<file path="config.mk">
export PLATFORM = sky130hd
export DESIGN_NAME = sq_fetch_engine
export DESIGN_NICKNAME = d
export VERILOG_FILES = /design/src/rtl/sqf_pkg.sv /design/src/rtl/sqf_tail_reg.sv /design/src/rtl/sqf_head_reg.sv /design/src/rtl/sqf_fetch_ctl.sv /design/src/rtl/sq_fetch_engine.sv
export SDC_FILE = /design/constraint.sdc
export NUM_CORES = 1
export LEC_CHECK = 0
export ABC_AREA = 0
export BUFFER_PORTS_ARGS = -buffer_cell sky130_fd_sc_hd__buf_2
export CORE_AREA = 4 4 422 424
export CTS_CLUSTER_SIZE = 16
export DETAILED_ROUTE_END_ITERATION = 10
export DIE_AREA = 0 0 426 428
export GPL_ROUTABILITY_DRIVEN = 0
export RECOVER_POWER = 25
export SYNTH_ARGS = -nofsm -noshare
export SYNTH_HDL_FRONTEND = slang
export SYNTH_HIERARCHICAL = 1
export SYNTH_SLANG_ARGS = --single-unit
</file>
<file path="constraint.sdc">
create_clock -name clk -period 3.1 [get_ports clk]
set_input_delay 0.465 -clock clk [delete_from_list [all_inputs] [get_ports clk]]
set_output_delay 0.465 -clock clk [all_outputs]
set_load 0.005 [all_outputs]
</file>
<file path="src/rtl/sqf_pkg.sv">
package sqf_pkg;
  localparam int ENTRY_BYTES = 64;
  localparam int ENTRY_BITS  = ENTRY_BYTES * 8;
  localparam int ENTRY_SHIFT = $clog2(ENTRY_BYTES);

  typedef enum logic [1:0] {
    FS_IDLE = 2'd0,
    FS_REQ  = 2'd1,
    FS_WAIT = 2'd2,
    FS_OUT  = 2'd3
  } fetch_state_e;
endpackage

</file>
<file path="src/rtl/sqf_tail_reg.sv">
module sqf_tail_reg #(
  parameter int DEPTH = 8,
  parameter int DB_W  = 16,
  parameter int IDX_W = 3
) (
  input  logic             clk,
  input  logic             rst_n,
  input  logic             db_wr,
  input  logic [DB_W-1:0]  db_value,
  output logic [IDX_W-1:0] tail,
  output logic             err
);
  logic             in_range;
  logic             tail_en;
  logic             err_en;
  logic [IDX_W-1:0] tail_d;

  always_comb begin
    in_range = (32'(db_value) < 32'(DEPTH));
    tail_en  = db_wr && in_range;
    err_en   = db_wr && !in_range;
    tail_d   = db_value[IDX_W-1:0];
  end

  always_ff @(posedge clk or negedge rst_n) begin
    if (!rst_n) begin
      tail <= '0;
    end else if (tail_en) begin
      tail <= tail_d;
    end
  end

  always_ff @(posedge clk or negedge rst_n) begin
    if (!rst_n) begin
      err <= 1'b0;
    end else if (err_en) begin
      err <= 1'b1;
    end
  end
endmodule

</file>
<file path="src/rtl/sqf_head_reg.sv">
module sqf_head_reg #(
  parameter int DEPTH = 8,
  parameter int IDX_W = 3
) (
  input  logic             clk,
  input  logic             rst_n,
  input  logic             advance,
  input  logic [IDX_W-1:0] tail,
  output logic [IDX_W-1:0] head,
  output logic [IDX_W-1:0] pend
);
  localparam bit POW2 = (DEPTH == (1 << IDX_W));

  logic [IDX_W-1:0] head_d;

  generate
    if (POW2) begin : g_pow2
      always_comb begin
        head_d = head + 1'b1;
        pend   = tail - head;
      end
    end else begin : g_any
      logic [IDX_W:0] span;
      always_comb begin
        head_d = (head == IDX_W'(DEPTH - 1)) ? '0 : head + 1'b1;
        if (tail >= head) span = {1'b0, tail} - {1'b0, head};
        else              span = (IDX_W+1)'(DEPTH) + {1'b0, tail} - {1'b0, head};
        pend = span[IDX_W-1:0];
      end
    end
  endgenerate

  always_ff @(posedge clk or negedge rst_n) begin
    if (!rst_n) begin
      head <= '0;
    end else if (advance) begin
      head <= head_d;
    end
  end
endmodule

</file>
<file path="src/rtl/sqf_fetch_ctl.sv">
module sqf_fetch_ctl
  import sqf_pkg::*;
#(
  parameter int              IDX_W   = 3,
  parameter int              ADDR_W  = 32,
  parameter logic [ADDR_W-1:0] SQ_BASE = '0
) (
  input  logic                  clk,
  input  logic                  rst_n,
  input  logic                  have_work,
  input  logic [IDX_W-1:0]      head,
  output logic                  req_valid,
  input  logic                  req_ready,
  output logic [ADDR_W-1:0]     req_addr,
  input  logic                  rsp_valid,
  input  logic [ENTRY_BITS-1:0] rsp_data,
  output logic                  out_valid,
  input  logic                  out_ready,
  output logic [ENTRY_BITS-1:0] out_data,
  output logic [IDX_W-1:0]      out_slot,
  output logic                  advance
);
  fetch_state_e state_q, state_d;
  logic         capture;

  always_comb begin
    state_d = state_q;
    unique case (state_q)
      FS_IDLE: if (have_work) state_d = FS_REQ;
      FS_REQ:  if (req_ready) state_d = FS_WAIT;
      FS_WAIT: if (rsp_valid) state_d = FS_OUT;
      FS_OUT:  if (out_ready) state_d = FS_IDLE;
      default: state_d = FS_IDLE;
    endcase
  end

  always_comb begin
    req_valid = (state_q == FS_REQ);
    out_valid = (state_q == FS_OUT);
    capture   = (state_q == FS_WAIT) && rsp_valid;
    advance   = out_valid && out_ready;
    req_addr  = SQ_BASE + (ADDR_W'(head) << ENTRY_SHIFT);
    out_slot  = head;
  end

  always_ff @(posedge clk or negedge rst_n) begin
    if (!rst_n) begin
      state_q <= FS_IDLE;
    end else begin
      state_q <= state_d;
    end
  end

  always_ff @(posedge clk or negedge rst_n) begin
    if (!rst_n) begin
      out_data <= '0;
    end else if (capture) begin
      out_data <= rsp_data;
    end
  end
endmodule

</file>
<file path="src/rtl/sq_fetch_engine.sv">
module sq_fetch_engine
  import sqf_pkg::*;
#(
  parameter int                DEPTH   = 8,
  parameter int                DB_W    = 16,
  parameter int                ADDR_W  = 32,
  parameter logic [ADDR_W-1:0] SQ_BASE = 32'h0000_1000,
  localparam int               IDX_W   = (DEPTH > 1) ? $clog2(DEPTH) : 1
) (
  input  logic                  clk,
  input  logic                  rst_n,
  input  logic                  db_wr,
  input  logic [DB_W-1:0]       db_value,
  output logic                  req_valid,
  input  logic                  req_ready,
  output logic [ADDR_W-1:0]     req_addr,
  input  logic                  rsp_valid,
  input  logic [ENTRY_BITS-1:0] rsp_data,
  output logic                  out_valid,
  input  logic                  out_ready,
  output logic [ENTRY_BITS-1:0] out_data,
  output logic [IDX_W-1:0]      out_slot,
  output logic [IDX_W-1:0]      head_o,
  output logic [IDX_W-1:0]      pend_cnt,
  output logic                  db_err
);
  logic [IDX_W-1:0] tail;
  logic             advance;
  logic             have_work;

  assign have_work = (pend_cnt != '0);

  sqf_tail_reg #(.DEPTH(DEPTH), .DB_W(DB_W), .IDX_W(IDX_W)) i_tail (
    .clk      (clk),
    .rst_n    (rst_n),
    .db_wr    (db_wr),
    .db_value (db_value),
    .tail     (tail),
    .err      (db_err)
  );

  sqf_head_reg #(.DEPTH(DEPTH), .IDX_W(IDX_W)) i_head (
    .clk     (clk),
    .rst_n   (rst_n),
    .advance (advance),
    .tail    (tail),
    .head    (head_o),
    .pend    (pend_cnt)
  );

  sqf_fetch_ctl #(.IDX_W(IDX_W), .ADDR_W(ADDR_W), .SQ_BASE(SQ_BASE)) i_ctl (
    .clk       (clk),
    .rst_n     (rst_n),
    .have_work (have_work),
    .head      (head_o),
    .req_valid (req_valid),
    .req_ready (req_ready),
    .req_addr  (req_addr),
    .rsp_valid (rsp_valid),
    .rsp_data  (rsp_data),
    .out_valid (out_valid),
    .out_ready (out_ready),
    .out_data  (out_data),
    .out_slot  (out_slot),
    .advance   (advance)
  );
endmodule

</file>
# Yosys cells after proc, flatten, opt, wreduce, memory -nomap -nowiden
# Index checks and enable logic that the tools add are counted.
# totals
regBits,521
output_inout_bits,556
in_bits,534
# classes
mux,5
n_addsub,3
reduce_logical,8
n_lt_le_gt_ge,1
eq_ne,7
# op_table
op,n
"16-bit by 4-bit less-than comparator with 1-bit output, second input constant",1
"13-bit by 9-bit adder with 14-bit output, first input constant",1
2-bit two-way mux,4
2-bit case mux with 4 select lines,1
"2-bit == test, second input constant",2
1-bit logical AND,4
"2-bit by 1-bit inequality test with 1-bit output, second input constant",2
"2-bit inequality test, second input constant",2
4-bit AND reduction,1
"3-bit by 1-bit adder with 3-bit output, second input constant",1
3-bit nonzero test,1
3-bit subtractor,1
"2-bit by 1-bit == test with 1-bit output, second input constant",1
2-bit logical NOT,1
1-bit logical NOT,1

# Longest topological paths before layout
# Gate-level depths: netlist (run 1).
# logic_depth
ltp_word,4
ltp_mapped,9

# Cells and area by module
# Netlist (run 1), hierarchy kept.
# modules_own_cells
mod,area_per_inst_um2,seq_area_each_um2,n_inst,cells_each
sqf_fetch_ctl,19667.6,12862.3,1,1136
sqf_tail_reg,221.5,100.1,1,15
sqf_head_reg,185.2,75.1,1,16
sq_fetch_engine,6.3,0.0,1,1

# Worst setup path after synthesis (run 1)
# Ideal clock, no wire load.
# synth_path
kind,reg2reg
startpoint,reg i_head.head[0]
endpoint,reg i_ctl.state_q[1]
arrival_time_ns,2.182
required_time_ns,2.975
setup_time_ns,0.125
path_buffers,0
setup_slack_ns,0.793
path_stages_with_launch,9
cell_sequence,dfrtp_1 ha_1 fa_1 xnor2_1 xnor2_1 or3_1 nor2b_1 a2111oi_4 mux2_2
# synth_via
elab_chain_cells,4
# synth_rtl
element,line,rtl
"start, declared",sqf_head_reg.sv:9,"output logic [IDX_W-1:0] head,"
"start signal, assigned",sqf_head_reg.sv:35,head <= '0;
"start signal, assigned",sqf_head_reg.sv:37,head <= head_d;
3-bit subtractor,sqf_head_reg.sv:20,pend = tail - head;
named net pend_cnt[2],sq_fetch_engine.sv:24,"output logic [IDX_W-1:0] pend_cnt,"
3-bit nonzero test,sq_fetch_engine.sv:31,assign have_work = (pend_cnt != '0);
named net have_work,sq_fetch_engine.sv:29,logic have_work;
2-bit inequality test (no line),--,
4-bit AND reduction (no line),--,
"end signal, assigned",sqf_fetch_ctl.sv:50,state_q <= state_d;
"end, declared",sqf_fetch_ctl.sv:23,"fetch_state_e state_q, state_d;"
# The timed path passes the listed nets, and every way through them passes these cells.
# A chain may end at the register's enable or synchronous reset.

==> flow_summary.ini, run 1 <==
[power]
internal-power_w = 0.02108
leakage_nw = 15.87
irDropWorstVdd_mv = 0.4823
finalPower_w = 0.03146
seqPwrFrac_pct = 39.2
p_clk_share_pct = 23.3
combinationalPowerShare_pct = 37.5
power_density_mw_per_mm2 = 915.6
p_sw_share_pct = 33.01
power_switching_w = 0.01038

[grt]
overflow = 0
grt_pass1_wl_um = 133000
grt_max_degree = 75
grt_util_all_layers_pct = 10.06
grt_pass1_vias = 17477
antenna_found_initial = 59

[timing]
finClkSkew_ps = 10.16
max_freq_mhz = 366.6
post-route-period-util_pct = 87.99
rsz0062_at_grt = no
finalSetupViolCount = 0
worst_hold_slack_ps = 79.34
slew_viol_final = 58
tns_ps = 0
hold_violations = 0
worst_slew_pin_slew_ps = 2523
finalCriticalPeriod_ps = 2728
slew_headroom_pct = -68.17

[run_status]
status = finished with violations
violations = max-capacitance violations, max-slew violations

[worst_setup_path]
start_kind = input port
worstPathMaxFanout = 63
worstSetupEndpoint = i_ctl/out_data[394]
end_kind = async pin
cp-startpoint = rst_n
critPathKind = input port to async pin
crit_arrival_ps = 3510
worstReg2RegEnd = i_ctl/state_q[1]
r2r_cells = 8
reg2reg_slack_ps = 750
r2r_start = i_head/head[0]
worstPathRequired_ps = 3880

[synth]
ys_warn_count = 6
synth_edf_count = 0
synthCells = 1168
synthFlopType = dfrtp_1
synth_area_leader_cell = dfrtp_1
synth_top_area_share_pct = 64.93
syn_avg_cell_area_um2 = 17.19
synth-seq-cells = 521
synth_area_leaders = dfrtp_1 (65%), mux2_2 (29%), buf_6 (3.0%), buf_4 (1.3%), ha_1 (0.44%)
synthesis.area_mm2 = 0.02008
synthDistinctLibCells = 27
async_reset_ff_share_pct = 100.0
yosysSeqAreaShare_pct = 64.93

[clock_network]
clkTransAtPathRegs_ps = 60
cts_tree = built
clockRootBuffer = clkbuf_16
cts_resized = 0
cts_buffers = 60
clk_path_buf_depth = 3
post-cts-setup-buffers = 0
clock-sinks = 521
clk_latency_ps = 660
ctsHtreeMaxLevel = 2

[finish]
area_delta_synth_final_pct = 71.10
multi_input_area_mm2 = 0.006257
regArea_mm2 = 0.01304
drive_gt1_share_pct = 62.25
final_common_cell = buf_2
nets = 3243
fillers = 18759
final_cells = 5100
final_cell_mix = buf_2 (1058), dfrtp_1 (521), mux2_2 (514), dlygate4sd3_1 (431), clkbuf_16 (60)

[hold_path]
hold_class = input port to flop

[detailed_routing]
drt-wirelength-per-cell_um = 18.87
first_pass_iters = 4
vias = 16459
drtIter0Drc = 702
drc = 0
detail-route-antenna-nets = 0
totalWireLength_um = 96240
via_per_inst = 3.227

[floorplan]
pin_count = 1090
start_util_pct = 11.55
die_area_mm2 = 0.1823
design.core.area_mm2 = 0.1738
die_w_um = 426
rows = 153
die_y_um = 428

[placed_design]
dpl.cell_count = 4533
io_buffers = 1060
hpwl_um = 76690

[run]
cap_violations = 1
-- cell usage after synthesis, drive strengths merged (2+ instances only) --
| cell type | instances |
|---|---|
| dfrtp | 521 |
| mux2 | 517 |
| buf | 91 |
| ha | 7 |
| inv | 7 |
| nor2b | 3 |
| xnor2 | 3 |
| conb | 2 |
| nand2 | 2 |
| nor2 | 2 |
| nor4 | 2 |
-- how the worst min path moves through the flow --
| stage | slack, ps | start | end | depth (start not counted) |
|---|---|---|---|---|
| 2_1_floorplan | 170 | rst_n | i_ctl/out_data[0] | 0 |
| 3_3_place_gp | 450 | i_tail/err | i_tail/err | 1 |
| 3_5_place_dp | 440 | i_tail/err | i_tail/err | 1 |
| 4_1_cts | 4 | rsp_data[57] | i_ctl/out_data[57] | 2 |
| 5_1_grt | 20 | rsp_data[52] | i_ctl/out_data[52] | 2 |
| 6_report | 80 | rsp_data[172] | i_ctl/out_data[172] | 2 |
-- cell type report --
class,instances,area share (%)
Tap cell,2325,8.467
Inverter,7,0.07647
Sequential cell,521,37.95
Timing Repair Buffer,1535,29.18
Clock inverter,25,0.8740
Multi-Input combinational cell,576,18.21
Antenna cell,25,0.1821
Clock buffer,86,5.062
-- cell families after synthesis --
kind of cell	Yosys count	synth area share, %
compound gates	2	0.1745
xor+xnor	4	0.1745
fa+ha+maj	8	0.5358
buf+inv	98	4.486
flops	521	64.93
mux	518	29.10
other cells	2	0.03740
simple gates	15	0.5671
-- power by group through the flow --
stage | registers, W | clock network [W] | logic (W)
2_1_floorplan | 0.0123 | 0 | 0.00512
3_3_place_gp | 0.0122 | 0 | 0.0113
3_5_place_dp | 0.0123 | 0 | 0.0114
4_1_cts | 0.0122 | 0.00766 | 0.0120
5_1_grt | 0.0127 | 0.00792 | 0.0126
6_report | 0.0123 | 0.00734 | 0.0118
-- repair_timing --
item	4_1_cts	5_1_grt
hold endpoints to repair	469	0
hold buffers	431	0
endpoints found under the setup margin	0	0
-- critical path: stages --
cell	delay [ps]
dlygate4sd3_1	520
clkbuf_2	1680
clkbuf_2	600
-- metal layers --
layer | vias to the layer above | share of wire (%) | GRT usage, %
li1 | 7141 | - | -
met1 | 8298 | 39 | 11.67
met2 | 786 | 49 | 17.12
met3 | 184 | 9.3 | 3.897
met4 | 50 | 3.0 | 2.914
met5 | - | 0.31 | 0
-- per-stage QoR --
step | worst slack, ps | area (µm²) | utilization, %
finish | 372.3 | 34360 | 19.77
global route | 144.2 | 34330 | 19.75
CTS | 370.9 | 34370 | 19.77
detailed placement | 730.1 | 28010 | 16.12
global placement | 738.7 | 28010 | 16.12
floorplan | 793.5 | 20180 | -
-- sequential cells by signal (all words and copies together), names as in the netlist --
name / cells
i_ctl/out_data: 512
i_head/head: 3
i_tail/tail: 3
i_ctl/state_q: 2
i_tail/err: 1
Power figures use the tool's default switching activity.
==> run 2: changes to the inputs <==
--- a/config.mk
+++ b/config.mk
@@ -7,11 +7,14 @@
 export LEC_CHECK = 0
 export ABC_AREA = 0
 export BUFFER_PORTS_ARGS = -buffer_cell sky130_fd_sc_hd__buf_2
-export CORE_AREA = 4 4 422 424
+export CELL_PAD_IN_SITES_DETAIL_PLACEMENT = 0
+export CELL_PAD_IN_SITES_GLOBAL_PLACEMENT = 1
+export CORE_AREA = 4 4 426 428
 export CTS_CLUSTER_SIZE = 16
 export DETAILED_ROUTE_END_ITERATION = 10
-export DIE_AREA = 0 0 426 428
+export DIE_AREA = 0 0 430 432
 export GPL_ROUTABILITY_DRIVEN = 0
+export PLACE_DENSITY_LB_ADDON = 0.1
 export RECOVER_POWER = 25
 export SYNTH_ARGS = -nofsm -noshare
 export SYNTH_HDL_FRONTEND = slang
==> run 2 against run 1 <==
  * The run still ends with max-capacitance violations, max-slew violations left
  * Critical path type is now flop to primary output
  * Core utilization up 0.31 points
  * Fmax is 0.34% lower
  * Worst hold slack improved by 34 ps
  * Wire length grew 2.8%
  * Cell area rose by 3.9%
  * Critical path depth increased by 2
  * Final cell count up 2.3%
  * Total power increased by 5.7%
  * Register-to-register slack worse by 90 ps
  * Die area grew 1.9%
==> flow_summary.ini, run 2 (synthesis gave the netlist of run 1 again) <==
[run_status]
status = finished with violations
violations = max-capacitance violations, max-slew violations

[timing]
slew_headroom_pct = -6.885
finClkSkew_ps = 25.59
max_freq_mhz = 365.4
rsz0062_at_grt = no
slew_viol_final = 37
hold_violations = 0
post-route-period-util_pct = 88.29
finalSetupViolCount = 0
worst_slew_pin_slew_ps = 1603
setup_ws_ps = 362.9
tns_ps = 0
worst_hold_slack_ps = 113.6
finalCriticalPeriod_ps = 2737

[worst_setup_path]
critPathKind = flop to primary output
cp_common_cell = xnor2_1
worstPathRequired_ps = 2630
r2r_cells = 8
path_delay_family = adder cells
reg2reg_slack_ps = 660
slowest_delay_ps = 450
worstReg2RegEnd = i_ctl/state_q[1]
r2r_start = i_head/head[0]
slowest_stage = dfrtp_1
cp_cell_sequence = ha_1, fa_1, xnor2_1, xnor2_1, buf_2
crit_arrival_ps = 2270
worstPathMaxFanout = 6
end_kind = primary output
start_kind = flop
critPathBufInv = 1

[grt]
grt_util_all_layers_pct = 10.29
grt_pass1_wl_um = 137800
antenna_found_initial = 7
grt_max_degree = 86
overflow = 0
grt_pass1_vias = 18272

[detailed_routing]
vias = 16083
first_pass_iters = 6
detail-route-antenna-nets = 0
drc = 0
via_per_inst = 3.082
drtIter0Drc = 424
totalWireLength_um = 98960
drt-wirelength-per-cell_um = 18.96

[clock_network]
cts_resized = 0
cts_buffers = 76
ctsHoldBuffers = 512
clk_latency_ps = 680
clk_path_buf_depth = 3
clockRootBuffer = clkbuf_16
cts_tree = built
ctsHtreeMaxLevel = 3
clock-sinks = 521
post-cts-setup-buffers = 0
clkTransAtPathRegs_ps = 50

[placed_design]
post-place-ws_ps = 628.8
io_buffers = 1060
hpwl_um = 79040

[hold_path]
hold_depth = 2
hold_end = i_ctl/out_data[97]
hp-start = rsp_data[97]
hold_class = input port to flop

[run]
cap_violations = 1

[finish]
largest_register_ff_count = 512
regMostFlops = i_ctl/out_data
nets = 3336
area_delta_synth_final_pct = 77.81
drive_gt1_share_pct = 60.96
final_common_cell = buf_2
largestRegisters = i_ctl/out_data x512, i_head/head x3, i_tail/tail x3
final_cell_mix = buf_2 (1059), dfrtp_1 (521), mux2_2 (514), dlygate4sd3_1 (512), clkbuf_16 (78)

[floorplan]
start_util_pct = 11.29
die_area_mm2 = 0.1858
design.core.area_mm2 = 0.1778
die_y_um = 432
pin_count = 1090
die_w_um = 430
rows = 155

[power]
power_density_mw_per_mm2 = 931.5
irDropWorstVdd_mv = 0.4125
leakage_nw = 16.50
==> run 2: stage by stage <==
step	std cells	util, %	instance area, µm²	total power [W]
after floorplan	1195	-	20180	0.01741
after global placement	4559	15.78	28060	0.02433
after detailed placement	4559	15.78	28060	0.02436
after CTS	5211	20.10	35750	0.03435
after global routing	5214	20.07	35700	0.03547
final	5218	20.08	35710	0.03326
==> run 2: final cells by class <==
| cell class | count | area [µm²] |
|---|---|---|
| clock inverter | 27 | 261.5 |
| timing repair buffer | 1612 | 10860 |
| antenna | 7 | 17.52 |
| multi-input combinational | 576 | 6257 |
| fill | 19549 | 142100 |
| clock buffer | 113 | 2303 |
| inverter | 7 | 26.28 |
| sequential | 521 | 13040 |
| tap | 2355 | 2947 |
==> run 2: how the worst max path moves through the flow <==
stage          slack (ps)  cells after the start          endpoint           start
3_3_place_gp          640                      8  i_ctl/state_q[1]  i_head/head[0]
6_report              360                      5       pend_cnt[2]  i_head/head[0]
3_5_place_dp          630                      8  i_ctl/state_q[1]  i_head/head[0]
2_1_floorplan         790                      8  i_ctl/state_q[1]  i_head/head[0]
4_1_cts               210                      5       pend_cnt[2]  i_head/head[0]
5_1_grt               170                      5       pend_cnt[2]  i_head/head[0]
==> run 2: layer usage <==
metal	GRT usage [%]	vias to the layer above	wire length [µm]
li1	-	7302	-
met1	10.89	8055	36430
met2	18.61	586	51960
met3	3.837	138	7297
met4	3.740	2	3263
met5	0	-	13
==> run 2: power by group <==
group / switching, W / total (W) / internal, W
clock network: 0.00348 / 0.00894 / 0.00547
registers: 0.00176 / 0.0121 / 0.0103
logic: 0.00566 / 0.0123 / 0.00660
==> run 3: changes to the inputs <==
--- a/config.mk
+++ b/config.mk
@@ -9,10 +9,10 @@
 export BUFFER_PORTS_ARGS = -buffer_cell sky130_fd_sc_hd__buf_2
 export CELL_PAD_IN_SITES_DETAIL_PLACEMENT = 0
 export CELL_PAD_IN_SITES_GLOBAL_PLACEMENT = 1
-export CORE_AREA = 4 4 426 428
+export CORE_AREA = 4 4 420 422
 export CTS_CLUSTER_SIZE = 16
 export DETAILED_ROUTE_END_ITERATION = 10
-export DIE_AREA = 0 0 430 432
+export DIE_AREA = 0 0 424 426
 export GPL_ROUTABILITY_DRIVEN = 0
 export PLACE_DENSITY_LB_ADDON = 0.1
 export RECOVER_POWER = 25
==> constraint.sdc (replaced) <==
create_clock -name clk -period 2.49 [get_ports clk]
set_input_delay 0.3735 -clock clk [delete_from_list [all_inputs] [get_ports clk]]
set_output_delay 0.3735 -clock clk [all_outputs]
set_load 0.005 [all_outputs]
==> run 3 against run 2 <==
  * The run still ends with max-capacitance violations, max-slew violations left
  * Sequential cell count stayed put
  * Critical path depth is 1 higher
  * Largest power group unchanged
  * Core utilization is 0.57 points higher
  * Critical path type unchanged
==> flow_summary.ini, run 3 (synthesis gave the netlist of run 1 again) <==
[detailed_routing]
drtIter0Drc = 382
drt-wirelength-per-cell_um = 19.49
drc = 0
via_per_inst = 3.125
first_pass_iters = 4
totalWireLength_um = 101300
vias = 16236
detail-route-antenna-nets = 0

[clock_network]
clk_path_buf_depth = 3
clockRootBuffer = clkbuf_16
cts_tree = built
clk_latency_ps = 670
clkTransAtPathRegs_ps = 50
clock-sinks = 521
cts_buffers = 75
ctsHtreeMaxLevel = 3

[floorplan]
design.core.area_mm2 = 0.1731
die_area_mm2 = 0.1806
die_y_um = 426
die_w_um = 424
start_util_pct = 11.60
pin_count = 1090
rows = 153

[timing]
slew_viol_final = 38
worst_slew_pin_slew_ps = 1741
rsz0062_at_grt = yes
max_freq_mhz = 405.5
finClkSkew_ps = 32.11
slew_headroom_pct = -16.05
setup_ws_ps = 23.77
hold_violations = 0
post-route-period-util_pct = 99.05
finalSetupViolCount = 0
worst_hold_slack_ps = 214.1
finalCriticalPeriod_ps = 2466

[worst_setup_path]
worstPathRequired_ps = 2120
worstPathMaxFanout = 2
end_kind = primary output
r2r_cells = 9
r2r_start = i_tail/tail[0]
reg2reg_slack_ps = 170
critPathKind = flop to primary output
crit_arrival_ps = 2090
start_kind = flop
worstReg2RegEnd = i_ctl/state_q[1]

[placed_design]
postPlaceCellArea_mm2 = 0.02809
io_buffers = 1060
post-place-ws_ps = 85.84
hpwl_um = 81260
dpl.cell_count = 4536

[power]
power_density_mw_per_mm2 = 1158
irDropWorstVdd_mv = 0.4482
leakage_nw = 16.51

[run_status]
status = finished with violations
violations = max-capacitance violations, max-slew violations

[hold_path]
hold_depth = 4
hold_class = input port to flop
hp-start = db_value[8]
hold_end = i_tail/tail[0]

[finish]
drive_gt1_share_pct = 60.73
final_common_cell = buf_2
final_cell_mix = buf_2 (1059), dfrtp_1 (521), dlygate4sd3_1 (518), mux2_2 (514), clkbuf_16 (76)
nets = 3348
largest_register_ff_count = 512
regMostFlops = i_ctl/out_data
design_area_mm2 = 0.03572
postLayoutCoreUtil_pct = 20.64
area_delta_synth_final_pct = 77.91
final_cells = 5196
largestRegisters = i_ctl/out_data x512, i_head/head x3, i_tail/tail x3

[grt]
grt_pass1_vias = 18703
grt_pass1_wl_um = 141000
antenna_found_initial = 12
grt_util_all_layers_pct = 10.80
overflow = 0
grt_max_degree = 80

[run]
cap_violations = 1
[run 3: changes by cell type in the layout (fill, tap and decap cells not counted), sizes merged]
cell         delta
buf             +4
clkbuf          +5
clkinv          -4
diode           -1
dlygate4sd3     +6
inv             -2
[run 3: metal layers]
metal,vias up,wire length (µm),GRT usage (%)
li1,7325,-,-
met1,8187,39060,12.05
met2,587,51720,19.13
met3,137,7248,3.385
met4,0,3232,4.135
met5,-,0,0
[run 3: how the worst max path moves through the flow]
stage,start,end,slack (ps)
after floorplan,i_head/head[0],i_ctl/state_q[1],180
after global placement,i_tail/tail[0],i_ctl/state_q[1],90
after detailed placement,i_tail/tail[0],i_ctl/state_q[1],90
after CTS,i_tail/tail[0],pend_cnt[2],-150
after global routing,i_tail/tail[0],pend_cnt[2],-100
final,i_tail/tail[0],pend_cnt[2],20
[run 3: report_power, final]
group          internal (W)  total (W)  switching, W
sequential           0.0128     0.0151       0.00222
combinational       0.00830     0.0156       0.00725
clock               0.00645     0.0108       0.00433
[run 3: layout make-up]
class / count / area (µm²)
Fill cell: 19039 / 137300
Sequential cell: 521 / 13040
Timing Repair Buffer: 1625 / 10990
Multi-Input combinational cell: 576 / 6287
Tap cell: 2325 / 2909
Clock buffer: 115 / 2168
Clock inverter: 21 / 292.8
Inverter: 7 / 26.28
Antenna cell: 6 / 15.01
[run 3: metrics by stage]
stage	setup TNS [ps]	total power, W
4_1_cts	-150.1	0.04262
3_3_place_gp	0	0.03042
5_1_grt	-97.47	0.04413
6_report	0	0.04138
2_1_floorplan	0	0.02168
3_5_place_dp	0	0.03050
[run 3: worst max-delay path: stages, from the launching register on]
cell	delay (ps)
dfrtp_1	360
inv_2	60
ha_4	150
fa_2	350
xnor2_2	210
xnor2_2	150
buf_4	160
[run 3: what timing repair did]
item / 4_1_cts / 5_1_grt
hold endpoints to repair: 539 / 0
hold buffers: 518 / 0
resized for setup: 3 / 4
endpoints found under the setup margin: 1 / 1
buffers inserted: 1 / 0
pin swaps: 1 / 1
